[config.mk]
export PLATFORM = sky130hd
export DESIGN_NAME = pos_telegram_ser
export DESIGN_NICKNAME = d
export VERILOG_FILES = /design/src/rtl/pos_telegram_ser.sv
export SDC_FILE = /design/constraint.sdc
export NUM_CORES = 1
export LEC_CHECK = 0
export BUFFER_PORTS_ARGS = -buffer_cell sky130_fd_sc_hd__buf_2
export CORE_MARGIN = 5
export CORE_UTILIZATION = 55
export CTS_BUF_LIST = sky130_fd_sc_hd__clkbuf_4 sky130_fd_sc_hd__clkbuf_8 sky130_fd_sc_hd__clkbuf_16
export DETAILED_ROUTE_END_ITERATION = 10
export PLACE_DENSITY = 0.78
export SKIP_CTS_REPAIR_TIMING = 1
export SYNTH_ARGS = -nofsm -noshare
export SYNTH_HDL_FRONTEND = slang
export SYNTH_SLANG_ARGS = --single-unit
[constraint.sdc]
create_clock -name clk -period 7.2 [get_ports clk]
set_input_delay 0.72 -clock clk [delete_from_list [all_inputs] [get_ports clk]]
set_output_delay 0.72 -clock clk [all_outputs]
set_load 0.01 [all_outputs]
[src/rtl/pos_telegram_ser.sv]
module pos_telegram_ser #(
  parameter logic [15:0] CRC_POLY = 16'h4EAB,
  parameter logic [15:0] CRC_INIT = 16'hFFFF
) (
  input  logic        clk,
  input  logic        rst_n,
  input  logic        cyc_start,
  input  logic        rd_strobe,
  input  logic        full_fmt,
  input  logic [7:0]  in_status,
  input  logic [25:0] in_st,
  input  logic [23:0] in_mt,
  input  logic [7:0]  in_life,
  input  logic [7:0]  in_err,
  input  logic [15:0] in_temp,
  output logic [7:0]  dout,
  output logic        last_byte
);

  localparam logic [3:0] IDLE_POS = 4'hF;

  logic        fmt_q;
  logic [3:0]  pos;
  logic [15:0] crc;
  logic [7:0]  stat_q, life_q, err_q;
  logic [25:0] st_q;
  logic [23:0] mt_q;
  logic [15:0] temp_q;

  logic [3:0]  flen, slot;
  logic [7:0]  data_byte;
  logic        in_data, at_crc_lo, at_crc_hi;

  function automatic logic [15:0] crc_step(input logic [15:0] c, input logic [7:0] d);
    logic [15:0] r;
    r = c;
    for (int i = 7; i >= 0; i--) begin
      if (r[15] ^ d[i]) r = {r[14:0], 1'b0} ^ CRC_POLY;
      else              r = {r[14:0], 1'b0};
    end
    return r;
  endfunction

  assign flen      = fmt_q ? 4'd14 : 4'd12;
  assign in_data   = pos < flen - 4'd2;
  assign at_crc_lo = pos == flen - 4'd2;
  assign at_crc_hi = pos == flen - 4'd1;
  assign slot      = fmt_q ? pos : pos + {3'd0, pos >= 4'd1} + {3'd0, pos >= 4'd6};

  always_comb begin
    case (slot)
      4'd0:    data_byte = stat_q;
      4'd1:    data_byte = {st_q[1:0], 6'd0};
      4'd2:    data_byte = st_q[9:2];
      4'd3:    data_byte = st_q[17:10];
      4'd4:    data_byte = st_q[25:18];
      4'd5:    data_byte = mt_q[7:0];
      4'd6:    data_byte = mt_q[15:8];
      4'd7:    data_byte = mt_q[23:16];
      4'd8:    data_byte = life_q;
      4'd9:    data_byte = err_q;
      4'd10:   data_byte = temp_q[7:0];
      4'd11:   data_byte = temp_q[15:8];
      default: data_byte = 8'd0;
    endcase
  end

  assign dout = in_data   ? data_byte :
                at_crc_lo ? crc[7:0]  :
                at_crc_hi ? crc[15:8] : 8'd0;
  assign last_byte = at_crc_hi;

  always_ff @(posedge clk) begin
    if (!rst_n) begin
      fmt_q  <= 1'b0;
      pos    <= IDLE_POS;
      crc    <= CRC_INIT;
      stat_q <= '0;
      st_q   <= '0;
      mt_q   <= '0;
      life_q <= '0;
      err_q  <= '0;
      temp_q <= '0;
    end else if (cyc_start) begin
      fmt_q  <= full_fmt;
      pos    <= 4'd0;
      crc    <= CRC_INIT;
      stat_q <= in_status;
      st_q   <= in_st;
      mt_q   <= in_mt;
      life_q <= in_life;
      err_q  <= in_err;
      temp_q <= in_temp;
    end else if (rd_strobe && pos < flen) begin
      pos <= pos + 4'd1;
      if (in_data) crc <= crc_step(crc, data_byte);
    end
  end

endmodule

# Yosys cells after proc, flatten, opt, wreduce, memory -nomap -nowiden
# Index checks and enable logic that the tools add are counted.
[classes]
addsub = 5
order_cmp = 4
n_eq_ne = 13
mux = 44
bitwise = 17
n_reduce_logical = 5
[op_table]
columns = ["op", "count"]
rows = [
  ["16-bit two-way mux", 28],
  ["15-bit two-way mux", 8],
  ["8-bit one-hot mux with 12 select lines", 1],
  ["9-bit NOT", 8],
  ["8-bit two-way mux", 3],
  ["4-bit by 3-bit equality test with 1-bit output (second input constant)", 4],
  ["4-bit equality test (second input constant)", 4],
  ["4-bit two-way mux", 3],
  ["4-bit by 1-bit adder with 4-bit output", 2],
  ["4-bit by 2-bit equality test with 1-bit output (second input constant)", 2],
  ["4-bit equality test", 2],
  ["4-bit < comparator", 2],
  ["1-bit bitwise XOR", 8],
  ["4-bit by 1-bit adder with 4-bit output (second input constant)", 1],
  ["4-bit by 1-bit equality test with 1-bit output (second input constant)", 1],
  ["4-bit by 1-bit greater-or-equal comparator with 1-bit output (second input constant)", 1],
  ["4-bit by 3-bit greater-or-equal comparator with 1-bit output (second input constant)", 1],
  ["4-bit logical NOT", 1],
  ["3-bit by 2-bit subtractor with 4-bit output (second input constant)", 1],
  ["3-bit by 3-bit subtractor with 4-bit output (second input constant)", 1],
  ["2-bit two-way mux", 1],
  ["2-bit AND reduction", 1],
  ["2-bit nonzero test", 1],
  ["2-bit OR reduction", 1],
  ["2 further kinds", 2],
]
[totals]
ff_bits = 111
in_bits = 95
out_inout_bits = 9
word_cells = 97

# Logic depth before layout (Yosys ltp)
[depth]
word_depth = 50
depth_mapped = 18
mapped_depth_nobuf = 15

# Worst setup path after synthesis
# No wires, ideal clock.
[synth_path]
path_kind = "register to register"
start = "reg pos[1]"
end = "reg crc[14]"
setup_ns = 0.130
t_arrival_ns = 4.606
t_required_ns = 7.070
path_slack_ns = 2.464
stages_incl_launch_ff = 18
path_buffers = 2
period_less_slack_ns = 4.736
path_cell_list = "dfxtp_1 > buf_2 > inv_1 > ha_1 > or4b_2 > fa_1 > ha_1 > nor2b_1 > buf_4 > a32o_2 > or2_2 > a221oi_1 > nor4b_1 > a211oi_4 > xor3_2 > xnor3_1 > nor2_1 > o21ai_1"
[synth_between]
elab_chain_cells = 47
word_cells_on_any_way = 71
cone_classes = "add/sub: 2; order compare: 4; eq/ne: 11; mux: 38; bitwise: 13; reduce/logical: 3"
[synth_rtl]
columns = ["element", "line", "text"]
rows = [
  ["start: declaration", "23", "logic [3:0] pos;"],
  ["start signal: assignment", "95", "pos <= pos + 4'd1;"],
  ["4-bit by 1-bit greater-or-equal comparator with 1-bit output", "48", "assign slot = fmt_q ? pos : pos + {3'd0, pos >= 4'd1} + {3'd0, pos >= 4'd6};"],
  ["4-bit by 1-bit adder with 4-bit output (2 in series)", "48", ""],
  ["4-bit two-way mux", "48", ""],
  ["4-bit equality test, or another cell as far along", "51", "case (slot)"],
  ["8-bit one-hot mux with 12 select lines", "51", ""],
  ["1-bit bitwise XOR", "38", "if (r[15] ^ d[i]) r = {r[14:0], 1'b0} ^ CRC_POLY;"],
  ["15-bit two-way mux", "38", ""],
  ["16-bit two-way mux", "96", "if (in_data) crc <= crc_step(crc, data_byte);"],
  ["(+30 left out)", "n/a", ""],
  ["16-bit two-way mux", "74", "if (!rst_n) begin"],
  ["15-bit two-way mux", "38", ""],
  ["16-bit two-way mux", "96", ""],
  ["16-bit two-way mux", "94", "end else if (rd_strobe && pos < flen) begin"],
  ["16-bit two-way mux", "84", "end else if (cyc_start) begin"],
  ["16-bit two-way mux", "74", ""],
  ["9-bit NOT (no source line)", "n/a", ""],
  ["15-bit two-way mux", "38", ""],
  ["end signal: assignment", "96", ""],
  ["end: declaration", "24", "logic [15:0] crc;"],
]
# Several ways; a longest one is shown, not always the timed one. The select of a mux whose other input is x is not followed.
# A chain may end at the register's enable or synchronous reset.

# Final worst setup path
[layout_path]
start = "reg pos[1]"
end = "out dout[7]"
[layout_between]
elab_chain_cells = 7
word_cells_on_any_way = 24
cone_classes = "add/sub: 2; order compare: 3; eq/ne: 13; mux: 5; reduce/logical: 1"
[layout_rtl]
columns = ["element", "line", "text"]
rows = [
  ["4-bit by 1-bit greater-or-equal comparator with 1-bit output", "48", ""],
  ["4-bit by 1-bit adder with 4-bit output (2 in series)", "48", ""],
  ["4-bit two-way mux", "48", ""],
  ["4-bit equality test, or another cell as far along", "51", ""],
  ["8-bit one-hot mux with 12 select lines", "51", ""],
  ["8-bit two-way mux (*)", "68", "assign dout = in_data ? data_byte :"],
  ["end: declaration", "16", "output logic [7:0] dout,"],
]
# Every way passes the cells marked *; elsewhere a longest branch is shown, timed or not.

==> results by group <==
Outcome
  – Status: finished clean

Power
  – Seq pwr share: 40.1%
  – Net Sw Frac: 35.4%
  – Leakage: 0.00292 uW
  – Power Density: 254 nW/um^2
  – VDD IR max: 181 uV
  – Clock share of power: 21.9%
  – Total power draw: 1720 uW
  – Share of total power in combinational logic: 38.0%
  – Internal: 1110 uW
  – Sw Pwr: 609 uW

Yosys
  – Post-synth top cells: dfxtp_1, mux2i_1, nor2b_1
  – Ys async rst share: 0%
  – Ys flop type: dfxtp_1
  – Synth Register Bits: 111
  – Synth cell types: 73
  – Synth top area share: 36.8%
  – Post-synthesis cell type with the largest combined area: dfxtp_1
  – Syn avg cell area: 10.0 um^2
  – Post-Syn Nets: 704
  – Synth Cell Area: 6040 um^2
  – Post-Syn Instances: 601
  – Top cells by area, synth: dfxtp_1, mux2i_1, nor2b_1
  – Yosys warning count: 0
  – Most frequent cell after synthesis: dfxtp_1
  – Post-synth EDFFs: 0
  – Register area share after synthesis: 36.8%

Timing
  – RSZ-0062 raised after global routing: false
  – Slew headroom: 22.1%
  – Worst-Margin Slew: 1.17 ns
  – Final Critical Period: 6.06 ns
  – Final worst path period share: 84.1%
  – Max Slew Vio Count: 0
  – Final number of hold-violating endpoints: 0
  – Maximum clock frequency: 0.165 GHz
  – Setup TNS: 0 ns
  – Clock skew: 0.00806 ns
  – Finish-stage setup viols: 0

Routing
  – Routed wire per std cell: 19.0 um
  – Detailed-route vias per instance: 5.75
  – Drt total wl: 15700 um
  – Post-DRT Antenna Nets: 0
  – DRT iter0 DRCs: 401
  – Residual DRC count: 0
  – Via count: 4750
  – Drt pass-1 iters: 5

Critical path
  – CP required: 6.48 ns
  – Kind of critical path: reg -> out
  – Startpoint Class: flip-flop
  – Crit path max fanout: 17
  – Slowest CP cell: mux2i_2
  – Critical-path cell list: inv_1, ha_1, or4b_2, fa_1, ha_1, mux2i_2, nor2_2, a22oi_1, o22ai_1, a211oi_1, a21oi_1, buf_2
  – CP endpoint kind: primary output
  – Most frequent CP cell: ha_1
  – CP max stage delay: 0.87 ns
  – Worst-case reg-to-reg path depth: 15
  – Arr. time, crit path: 5.34 ns

Global routing
  – First-pass GRT wire length: 24800 um
  – Initial antenna violation count: 0
  – Total GRT Usage: 24.1%
  – Pin count of the biggest net entering global routing: 97
  – Grt total ovfl: 0
  – Vias in the first global route: 4716

Clocking
  – CTS tree: done
  – Clk slew on worst S/H paths: 0.10 ns
  – CTS H-tree depth: 3
  – Insertion delay to the later sink of the worst-skew pair: 0.40 ns
  – Total clock sinks: 111
  – CTS Buf Count: 9
  – CTS root buf: clkbuf_8
  – Clk buf depth: 2

Layout
  – Layout cells sized above 1: 23.3%
  – N_diodes: 0
  – Fill count: 909
  – Layout area overhead: 12.3%
  – Utilization after layout: 62.8%
  – # nets final: 784

Worst hold path
  – Hold Path Cell Cnt: 2
  – Min-Delay Path Class: reg -> reg

Floorplan
  – Die ar.: 13200 um^2
  – Site Rows: 38
  – Die span in y: 115 um
  – Core area: 10800 um^2
  – Starting Density: 55.9%
  – IO Count: 104
  – Die width: 115 um

Run
  – Max_cap viols: 0

Place
  – Gpl congestion: 0.952
  – Dpl hpwl: 11600 um
  – I/O Buffers: 103
cells by family after synthesis:
| group | share of synthesized area [%] |
|---|---|
| adders and majority gates | 1.78 |
| AOI/OAI and AO/OA | 13.5 |
| buffers and inverters | 3.38 |
| xor gates and xnor gates | 8.56 |
| and+or+nand+nor | 16.7 |
| muxes | 19.3 |
| DFF | 36.8 |
per-stage QoR:
| step | worst slack [ns] | instance area, um^2 | hold WS [ns] | std cells |
|---|---|---|---|---|
| after CTS | 1.23 | 6780 | 0.530 | 826 |
| final | 1.14 | 6780 | 0.528 | 826 |
| after floorplan | 2.46 | 6040 | 0.474 | 601 |
| after global placement | 1.66 | 6580 | 0.496 | 810 |
| after detailed placement | 1.37 | 6580 | 0.504 | 810 |
| after global routing | 0.827 | 6780 | 0.554 | 826 |
cell usage in the layout (no fill, tap or decap), types with 6 or more instances in the layout:
| cell | count |
|---|---|
| dfxtp_1 | 111 |
| buf_2 | 102 |
| mux2i_1 | 96 |
| nor2b_1 | 95 |
| nand2_1 | 42 |
| xnor2_1 | 24 |
| o211ai_1 | 19 |
| o21ai_0 | 15 |
| xor2_1 | 15 |
| a22oi_1 | 11 |
| a21oi_1 | 11 |
| clkbuf_8 | 11 |
| a221oi_1 | 9 |
| nor2_1 | 8 |
| mux2_2 | 7 |
| ha_1 | 7 |
| inv_1 | 6 |
registers in the layout, summed over array words and instances, names as in the netlist:
signal,count
st_q,26
mt_q,24
pos,4
fmt_q,1
life_q,8
crc,16
stat_q,8
err_q,8
temp_q,16
critical path: cells and delay by family, from the launching register on:
family | cells | cell delay [ns]
simple gates | 2 | 0.93
fa+ha+maj | 3 | 1.07
flops | 1 | 0.56
buf+inv | 2 | 0.38
mux | 1 | 0.87
compound gates | 4 | 1.11
layout make-up:
type                    instances  area (um^2)  area share (%)
multi-input cells             446         3620            53.3
inverters                       6         22.5           0.332
flip-flops and latches        111         2220            32.8
repair buffers                107          548            8.08
clock inverters                 4         37.5           0.554
well taps                     140          175            2.58
clock buffers                  12          159            2.34
power by group through the flow:
| stage | Combinational, uW | Clock [uW] | Sequential (uW) |
|---|---|---|---|
| 3_5_place_dp | 651 | 0 | 703 |
| 6_report | 654 | 377 | 690 |
| 4_1_cts | 653 | 385 | 689 |
| 2_1_floorplan | 525 | 0 | 684 |
| 3_3_place_gp | 642 | 0 | 702 |
| 5_1_grt | 708 | 407 | 694 |
final timing paths:
kind / to / start / slack, ns
setup / recovery: dout[7] / pos[1] / 1.14
setup reg to reg: crc[1] / pos[1] / 1.23
hold reg to reg: crc[5] / crc[5] / 0.53
hold / removal: crc[5] / crc[5] / 0.53
metal layers:
layer / wire (um) / share of wire (%) / global-route usage (%)
met2: 7900 / 50 / 40.8
met3: 786 / 5.0 / 5.16
met5: 0 / 0 / 0
met4: 347 / 2.2 / 8.37
met1: 6670 / 42 / 30.7
No activity file was read; power rests on OpenSTA's default activity.
